$ cat src/rtl/sdb_pkg.sv
package sdb_pkg;
  localparam int WORD_W = 16;
  localparam int FREQ_W = 28;
  localparam int HALF_W = FREQ_W / 2;
  localparam int SEL_W  = WORD_W - HALF_W;
  localparam int FRAMES = 3;
  localparam int IDX_W  = $clog2(FRAMES);
  localparam int BIT_W  = $clog2(WORD_W);

  typedef enum logic [2:0] {
    TX_IDLE, TX_SETUP, TX_HIGH, TX_LOW, TX_TAIL, TX_GAP
  } tx_state_t;

  function automatic logic [WORD_W-1:0] frame_word(
    input logic [WORD_W-1:0] cap,
    input logic [IDX_W-1:0]  idx,
    input logic [WORD_W-1:0] ctrl,
    input logic [SEL_W-1:0]  sel,
    input int unsigned       sh
  );
    logic [FREQ_W-1:0] f;
    f = FREQ_W'(cap) << sh;
    case (idx)
      IDX_W'(0): frame_word = ctrl;
      IDX_W'(1): frame_word = {sel, f[HALF_W-1:0]};
      default:   frame_word = {sel, f[FREQ_W-1:HALF_W]};
    endcase
  endfunction
endpackage

$ cat src/rtl/sdb_sync.sv
module sdb_sync #(
  parameter int W      = 3,
  parameter int STAGES = 2
) (
  input  logic         clk,
  input  logic         rst_n,
  input  logic [W-1:0] d,
  output logic [W-1:0] q
);
  logic [W-1:0] chain [STAGES];

  always_ff @(posedge clk) begin
    if (!rst_n) chain[0] <= '0;
    else        chain[0] <= d;
  end

  for (genvar s = 1; s < STAGES; s++) begin : g_stage
    always_ff @(posedge clk) begin
      if (!rst_n) chain[s] <= '0;
      else        chain[s] <= chain[s-1];
    end
  end

  assign q = chain[STAGES-1];
endmodule

$ cat src/rtl/sdb_host_rx.sv
module sdb_host_rx
  import sdb_pkg::*;
#(
  parameter int SYNC_STAGES = 2
) (
  input  logic              clk,
  input  logic              rst_n,
  input  logic              host_sck,
  input  logic              host_sdi,
  input  logic              host_latch,
  output logic              cap_valid,
  output logic [WORD_W-1:0] cap_word
);
  logic [2:0]        synced;
  logic              sck_s, sdi_s, lat_s;
  logic              sck_d, lat_d;
  logic [WORD_W-1:0] shreg;

  sdb_sync #(.W(3), .STAGES(SYNC_STAGES)) u_sync (
    .clk  (clk),
    .rst_n(rst_n),
    .d    ({host_latch, host_sdi, host_sck}),
    .q    (synced)
  );

  assign sck_s = synced[0];
  assign sdi_s = synced[1];
  assign lat_s = synced[2];

  always_ff @(posedge clk) begin
    if (!rst_n) begin
      sck_d     <= 1'b0;
      lat_d     <= 1'b0;
      shreg     <= '0;
      cap_word  <= '0;
      cap_valid <= 1'b0;
    end else begin
      sck_d     <= sck_s;
      lat_d     <= lat_s;
      cap_valid <= 1'b0;
      if (sck_s && !sck_d) shreg <= {sdi_s, shreg[WORD_W-1:1]};
      if (lat_s && !lat_d) begin
        cap_word  <= shreg;
        cap_valid <= 1'b1;
      end
    end
  end
endmodule

$ cat src/rtl/sdb_word_seq.sv
module sdb_word_seq
  import sdb_pkg::*;
#(
  parameter logic [WORD_W-1:0] CTRL_WORD  = 16'h2000,
  parameter logic [SEL_W-1:0]  FREQ_SEL   = 2'b01,
  parameter int unsigned       FREQ_SHIFT = 8
) (
  input  logic              clk,
  input  logic              rst_n,
  input  logic              cap_valid,
  input  logic [WORD_W-1:0] cap_word,
  input  logic              tx_done,
  output logic              tx_start,
  output logic [WORD_W-1:0] tx_word,
  output logic              busy
);
  localparam logic [IDX_W-1:0] LAST_IDX = IDX_W'(FRAMES - 1);

  logic [WORD_W-1:0] active_w, pend_w, nxt_pend_w;
  logic [IDX_W-1:0]  idx;
  logic              pend_v, nxt_pend_v, park;

  always_comb begin
    park       = cap_valid && busy;
    nxt_pend_v = park || pend_v;
    nxt_pend_w = park ? cap_word : pend_w;
    tx_word    = frame_word(active_w, idx, CTRL_WORD, FREQ_SEL, FREQ_SHIFT);
  end

  always_ff @(posedge clk) begin
    if (!rst_n) begin
      active_w <= '0;
      pend_w   <= '0;
      pend_v   <= 1'b0;
      idx      <= '0;
      busy     <= 1'b0;
      tx_start <= 1'b0;
    end else begin
      tx_start <= 1'b0;
      pend_v   <= nxt_pend_v;
      pend_w   <= nxt_pend_w;
      if (cap_valid && !busy) begin
        active_w <= cap_word;
        idx      <= '0;
        busy     <= 1'b1;
        tx_start <= 1'b1;
      end else if (tx_done) begin
        if (idx == LAST_IDX) begin
          if (nxt_pend_v) begin
            active_w <= nxt_pend_w;
            pend_v   <= 1'b0;
            idx      <= '0;
            tx_start <= 1'b1;
          end else begin
            busy <= 1'b0;
          end
        end else begin
          idx      <= idx + 1'b1;
          tx_start <= 1'b1;
        end
      end
    end
  end
endmodule

$ cat src/rtl/sdb_frame_tx.sv
module sdb_frame_tx
  import sdb_pkg::*;
#(
  parameter int CLK_HALF = 4
) (
  input  logic              clk,
  input  logic              rst_n,
  input  logic              start,
  input  logic [WORD_W-1:0] word,
  output logic              sclk,
  output logic              sdata,
  output logic              fsync,
  output logic              done
);
  localparam int TMR_W = $clog2(2 * CLK_HALF) + 1;
  localparam logic [TMR_W-1:0] HALF_LD = TMR_W'(CLK_HALF - 1);
  localparam logic [TMR_W-1:0] GAP_LD  = TMR_W'(2 * CLK_HALF - 1);

  tx_state_t         state;
  logic [TMR_W-1:0]  tmr;
  logic [BIT_W-1:0]  bit_idx;
  logic [WORD_W-1:0] shw;

  always_ff @(posedge clk) begin
    if (!rst_n) begin
      state   <= TX_IDLE;
      tmr     <= '0;
      bit_idx <= '0;
      shw     <= '0;
      sclk    <= 1'b1;
      sdata   <= 1'b0;
      fsync   <= 1'b1;
      done    <= 1'b0;
    end else begin
      done <= 1'b0;
      if (state == TX_IDLE) begin
        if (start) begin
          shw     <= word;
          sdata   <= word[WORD_W-1];
          bit_idx <= BIT_W'(WORD_W - 1);
          fsync   <= 1'b0;
          tmr     <= HALF_LD;
          state   <= TX_SETUP;
        end
      end else if (tmr != '0) begin
        tmr <= tmr - 1'b1;
      end else begin
        case (state)
          TX_SETUP, TX_HIGH: begin
            sclk  <= 1'b0;
            tmr   <= HALF_LD;
            state <= TX_LOW;
          end
          TX_LOW: begin
            sclk <= 1'b1;
            tmr  <= HALF_LD;
            if (bit_idx == '0) begin
              state <= TX_TAIL;
            end else begin
              bit_idx <= bit_idx - 1'b1;
              sdata   <= shw[bit_idx-1'b1];
              state   <= TX_HIGH;
            end
          end
          TX_TAIL: begin
            fsync <= 1'b1;
            tmr   <= GAP_LD;
            state <= TX_GAP;
          end
          default: begin
            done  <= 1'b1;
            state <= TX_IDLE;
          end
        endcase
      end
    end
  end
endmodule

$ cat src/rtl/sdb_bridge.sv
module sdb_bridge
  import sdb_pkg::*;
#(
  parameter int                SYNC_STAGES = 2,
  parameter int                CLK_HALF    = 4,
  parameter int unsigned       FREQ_SHIFT  = 8,
  parameter logic [WORD_W-1:0] CTRL_WORD   = 16'h2000,
  parameter logic [SEL_W-1:0]  FREQ_SEL    = 2'b01
) (
  input  logic clk,
  input  logic rst_n,
  input  logic host_sck,
  input  logic host_sdi,
  input  logic host_latch,
  output logic dev_sclk,
  output logic dev_sdata,
  output logic dev_fsync,
  output logic busy
);
  logic              cap_valid, tx_start, tx_done;
  logic [WORD_W-1:0] cap_word, tx_word;

  sdb_host_rx #(.SYNC_STAGES(SYNC_STAGES)) u_rx (
    .clk       (clk),
    .rst_n     (rst_n),
    .host_sck  (host_sck),
    .host_sdi  (host_sdi),
    .host_latch(host_latch),
    .cap_valid (cap_valid),
    .cap_word  (cap_word)
  );

  sdb_word_seq #(
    .CTRL_WORD (CTRL_WORD),
    .FREQ_SEL  (FREQ_SEL),
    .FREQ_SHIFT(FREQ_SHIFT)
  ) u_seq (
    .clk      (clk),
    .rst_n    (rst_n),
    .cap_valid(cap_valid),
    .cap_word (cap_word),
    .tx_done  (tx_done),
    .tx_start (tx_start),
    .tx_word  (tx_word),
    .busy     (busy)
  );

  sdb_frame_tx #(.CLK_HALF(CLK_HALF)) u_tx (
    .clk  (clk),
    .rst_n(rst_n),
    .start(tx_start),
    .word (tx_word),
    .sclk (dev_sclk),
    .sdata(dev_sdata),
    .fsync(dev_fsync),
    .done (tx_done)
  );
endmodule

$ cat config.mk
export PLATFORM = sky130hd
export DESIGN_NAME = sdb_bridge
export DESIGN_NICKNAME = d
export VERILOG_FILES = /design/src/rtl/sdb_pkg.sv /design/src/rtl/sdb_sync.sv /design/src/rtl/sdb_host_rx.sv /design/src/rtl/sdb_word_seq.sv /design/src/rtl/sdb_frame_tx.sv /design/src/rtl/sdb_bridge.sv
export SDC_FILE = /design/constraint.sdc
export NUM_CORES = 1
export LEC_CHECK = 0
export BUFFER_PORTS_ARGS = -buffer_cell sky130_fd_sc_hd__clkbuf_2
export CORE_MARGIN = 3
export CORE_UTILIZATION = 60
export DETAILED_ROUTE_END_ITERATION = 16
export PLACE_DENSITY = 0.87
export SLEW_MARGIN = 20
export SYNTH_ARGS = -nofsm -noshare
export SYNTH_HDL_FRONTEND = slang
export SYNTH_HIERARCHICAL = 1
export SYNTH_SLANG_ARGS = --single-unit
$ cat constraint.sdc
create_clock -name clk -period 2.1 [get_ports clk]
set_input_delay 0.525 -clock clk [delete_from_list [all_inputs] [get_ports clk]]
set_output_delay 0.525 -clock clk [all_outputs]
set_load 0.1 [all_outputs]
==> impl_metrics.toml <==
[status]
outcome = "completed"

[placed_design]
place_area_um2 = 4770
place_congestion = 0.804
port_buffers = 8
place_worst_setup_slack_ns = 0.206
hpwl_um = 5860

[floorplanning]
initial_core_util_pct = 63.6
num_rows = 31
die_area_um2 = 9040
die_w_um = 95.1
core-area_um2 = 7490
die_y_um = 95.1
io_pins = 9

[detailed_routing]
first_pass_iters = 4
drt_first_iter_violations = 148
avgRoutedWirePerCell_um = 14.0
drc = 0
dr_total_vias = 3439
drt_wl_total_um = 8400
viasPerCell = 5.72
drtAntennaViolNets = 0

[worst_hold_path]
holdPathEnd = "u_rx/u_sync/chain[0][2]"
hp-start = "host_latch"
hold-path-cell-count = 2
hold_path_class = "in2reg"

[timing]
fin_crit_ns = 1.95
rsz0062_at_grt = "false"
fmax_ghz = 0.512
maxSlewViolCount = 0
finalSetupViolCount = 0
tns_ns = 0
relSlewSlack_pct = 60.5
hold_violations = 0
holdWs_ns = 0.354
finalCritPeriodShare_pct = 93.0
setup_ws_ns = 0.147
tightest_slew_ns = 0.591
worst_clock_skew_ns = 0.0142

[yosys]
ys_ff_latch = 109
syn_area_per_cell_um2 = 9.41
synth_edf_count = 0
synth-main-ff-cell = "dfxtp_1"
ys_seq_area_share_pct = 45.8
synth_cells = 506
synthDistinctLibCells = 65
syn_area_um2 = 4760
syn-num-nets = 514
yosysWarnings = 6
synth-async-reset-ratio_pct = 0

[global_routing]
grt_pass1_vias = 3262
grtUsageTotal_pct = 20.3
antenna_found_initial = 0
grt_pass1_wl_um = 14600
grt_max_degree = 57
globalRouteOverflowTotal = 0

[worst_setup_path]
worstReg2RegStart = "u_tx/tmr[0]"
worstPathRequired_ns = 2.38
crit_path_start = "u_tx/tmr[0]"
cp-end-kind = "register"
crit_type = "reg2reg"
r2r-end = "u_tx/bit_idx[1]"
crit_fanout = 12
reg2regPathDepth = 7
start_kind = "register"
rrSetupSlack_ns = 0.15
worstPathArrival_ns = 2.23

[pwr]
total_power_mw = 3.76
p_leak_nw = 1.84
ir_drop_mv = 0.507
power_density_nw_per_um2 = 760

[clock_network]
ctsHtreeMaxLevel = 3
post_cts_buffers = 0
post_cts_resized = 0
postCtsHoldBufs = 0
cts_tree = "done"
cts_sinks = 109
insertion_delay_ns = 0.37
clock_path_buffers = 2
cts_root_buffer = "clkbuf_8"
numCtsBuffers = 9
path_clk_slew_ns = 0.11

[layout]
final_nets = 506
antenna_cells = 0
n_fill_cell = 589
final_layout_size_suffix_gt1_share_pct = 9.96
syn_to_final_growth_pct = 3.97
finish.instance_area_um2 = 4950

[run]
drv_cap = 0
==> metal layers <==
metal / share of wire, % / track usage (%) / wire length (um) / vias to the layer above
li1: - / - / - / 1752
met1: 46 / 24.7 / 3830 / 1627
met2: 50 / 35.3 / 4230 / 49
met3: 2.7 / 4.26 / 225 / 11
met4: 1.5 / 7.09 / 123 / 0
met5: 0 / 0 / 0 / -
==> cell usage in the layout, fill, tap and decap left out, drive strengths merged, types with 15 or more instances in the layout <==
master   instances
nand2          109
dfxtp          109
mux2i           33
a21oi           28
nand2b          21
and2            20
a21boi          19
clkbuf          17
o311ai          16
a2bb2oi         15
==> power by group <==
| part | total [mW] | leakage [nW] | internal (mW) | switching (mW) |
|---|---|---|---|---|
| Clock | 1.17 | 0.0858 | 0.448 | 0.721 |
| Sequential | 2.15 | 0.880 | 2.11 | 0.0395 |
| Combinational | 0.445 | 0.872 | 0.157 | 0.288 |
==> logic make-up after synthesis <==
kind of cell / count (synthesis) / synth area share, %
muxes: 38 / 9.38
adders and majority gates: 3 / 0.789
buffers and inverters: 49 / 6.10
DFF: 109 / 45.8
and+or+nand+nor: 191 / 20.4
xor gates and xnor gates: 2 / 0.368
AOI/OAI and AO/OA: 113 / 17.1
other: 1 / 0.0788
==> cell usage after synthesis, types with 3 or more instances <==
cell type / count / area (um^2)
nor3_1: 8 / 40.0
dfxtp_1: 109 / 2180
ha_1: 3 / 37.5
clkbuf_1: 12 / 45.0
a2bb2oi_1: 14 / 123
nand2b_1: 19 / 119
nor2_1: 6 / 22.5
buf_2: 11 / 55.1
inv_1: 11 / 41.3
nand3_1: 3 / 15.0
o311ai_0: 13 / 114
a211oi_1: 3 / 22.5
o21ai_0: 14 / 70.1
a31oi_1: 3 / 18.8
buf_6: 5 / 56.3
o311ai_1: 3 / 26.3
mux4_1: 4 / 105
a21boi_0: 18 / 135
and2_1: 19 / 119
nand2_1: 109 / 409
buf_4: 7 / 52.6
mux2i_1: 33 / 330
a21oi_1: 27 / 135
==> through the flow <==
stage / cells / utilization [%]
4_1_cts: 601 / 66.1
5_1_grt: 601 / 66.1
2_1_floorplan: 506 / -
6_report: 601 / 66.1
3_5_place_dp: 586 / 63.7
3_3_place_gp: 586 / 63.7
==> cell type report <==
type                       count  area, um^2  area share (%)
clock inverter                 6        55.1            1.11
timing repair buffer          19         135            2.73
multi-input combinational    348        2290            46.2
clock buffer                   9         124            2.50
sequential                   109        2180            44.1
tap                           99         124            2.50
inverter                      11        41.3           0.834
==> how the worst max path moves through the flow <==
stage	endpoint	slack, ns	cells past startpoint
2_1_floorplan	u_seq/active_w[15]	0.26	4
3_3_place_gp	u_tx/bit_idx[2]	0.35	7
3_5_place_dp	u_tx/bit_idx[1]	0.21	7
4_1_cts	u_tx/bit_idx[1]	0.16	7
5_1_grt	u_tx/bit_idx[0]	0.0004	7
6_report	u_tx/bit_idx[1]	0.15	7
==> worst max-delay path, stage by stage (launching register included) <==
cell and delay [ns]:
dfxtp_1 0.31, inv_1 0.13, ha_1 0.20, nor3b_1 0.29, buf_4 0.24, and3_1 0.35, nor3_1 0.11, a211oi_1 0.23
No activity file was read; power rests on OpenSTA's default activity.
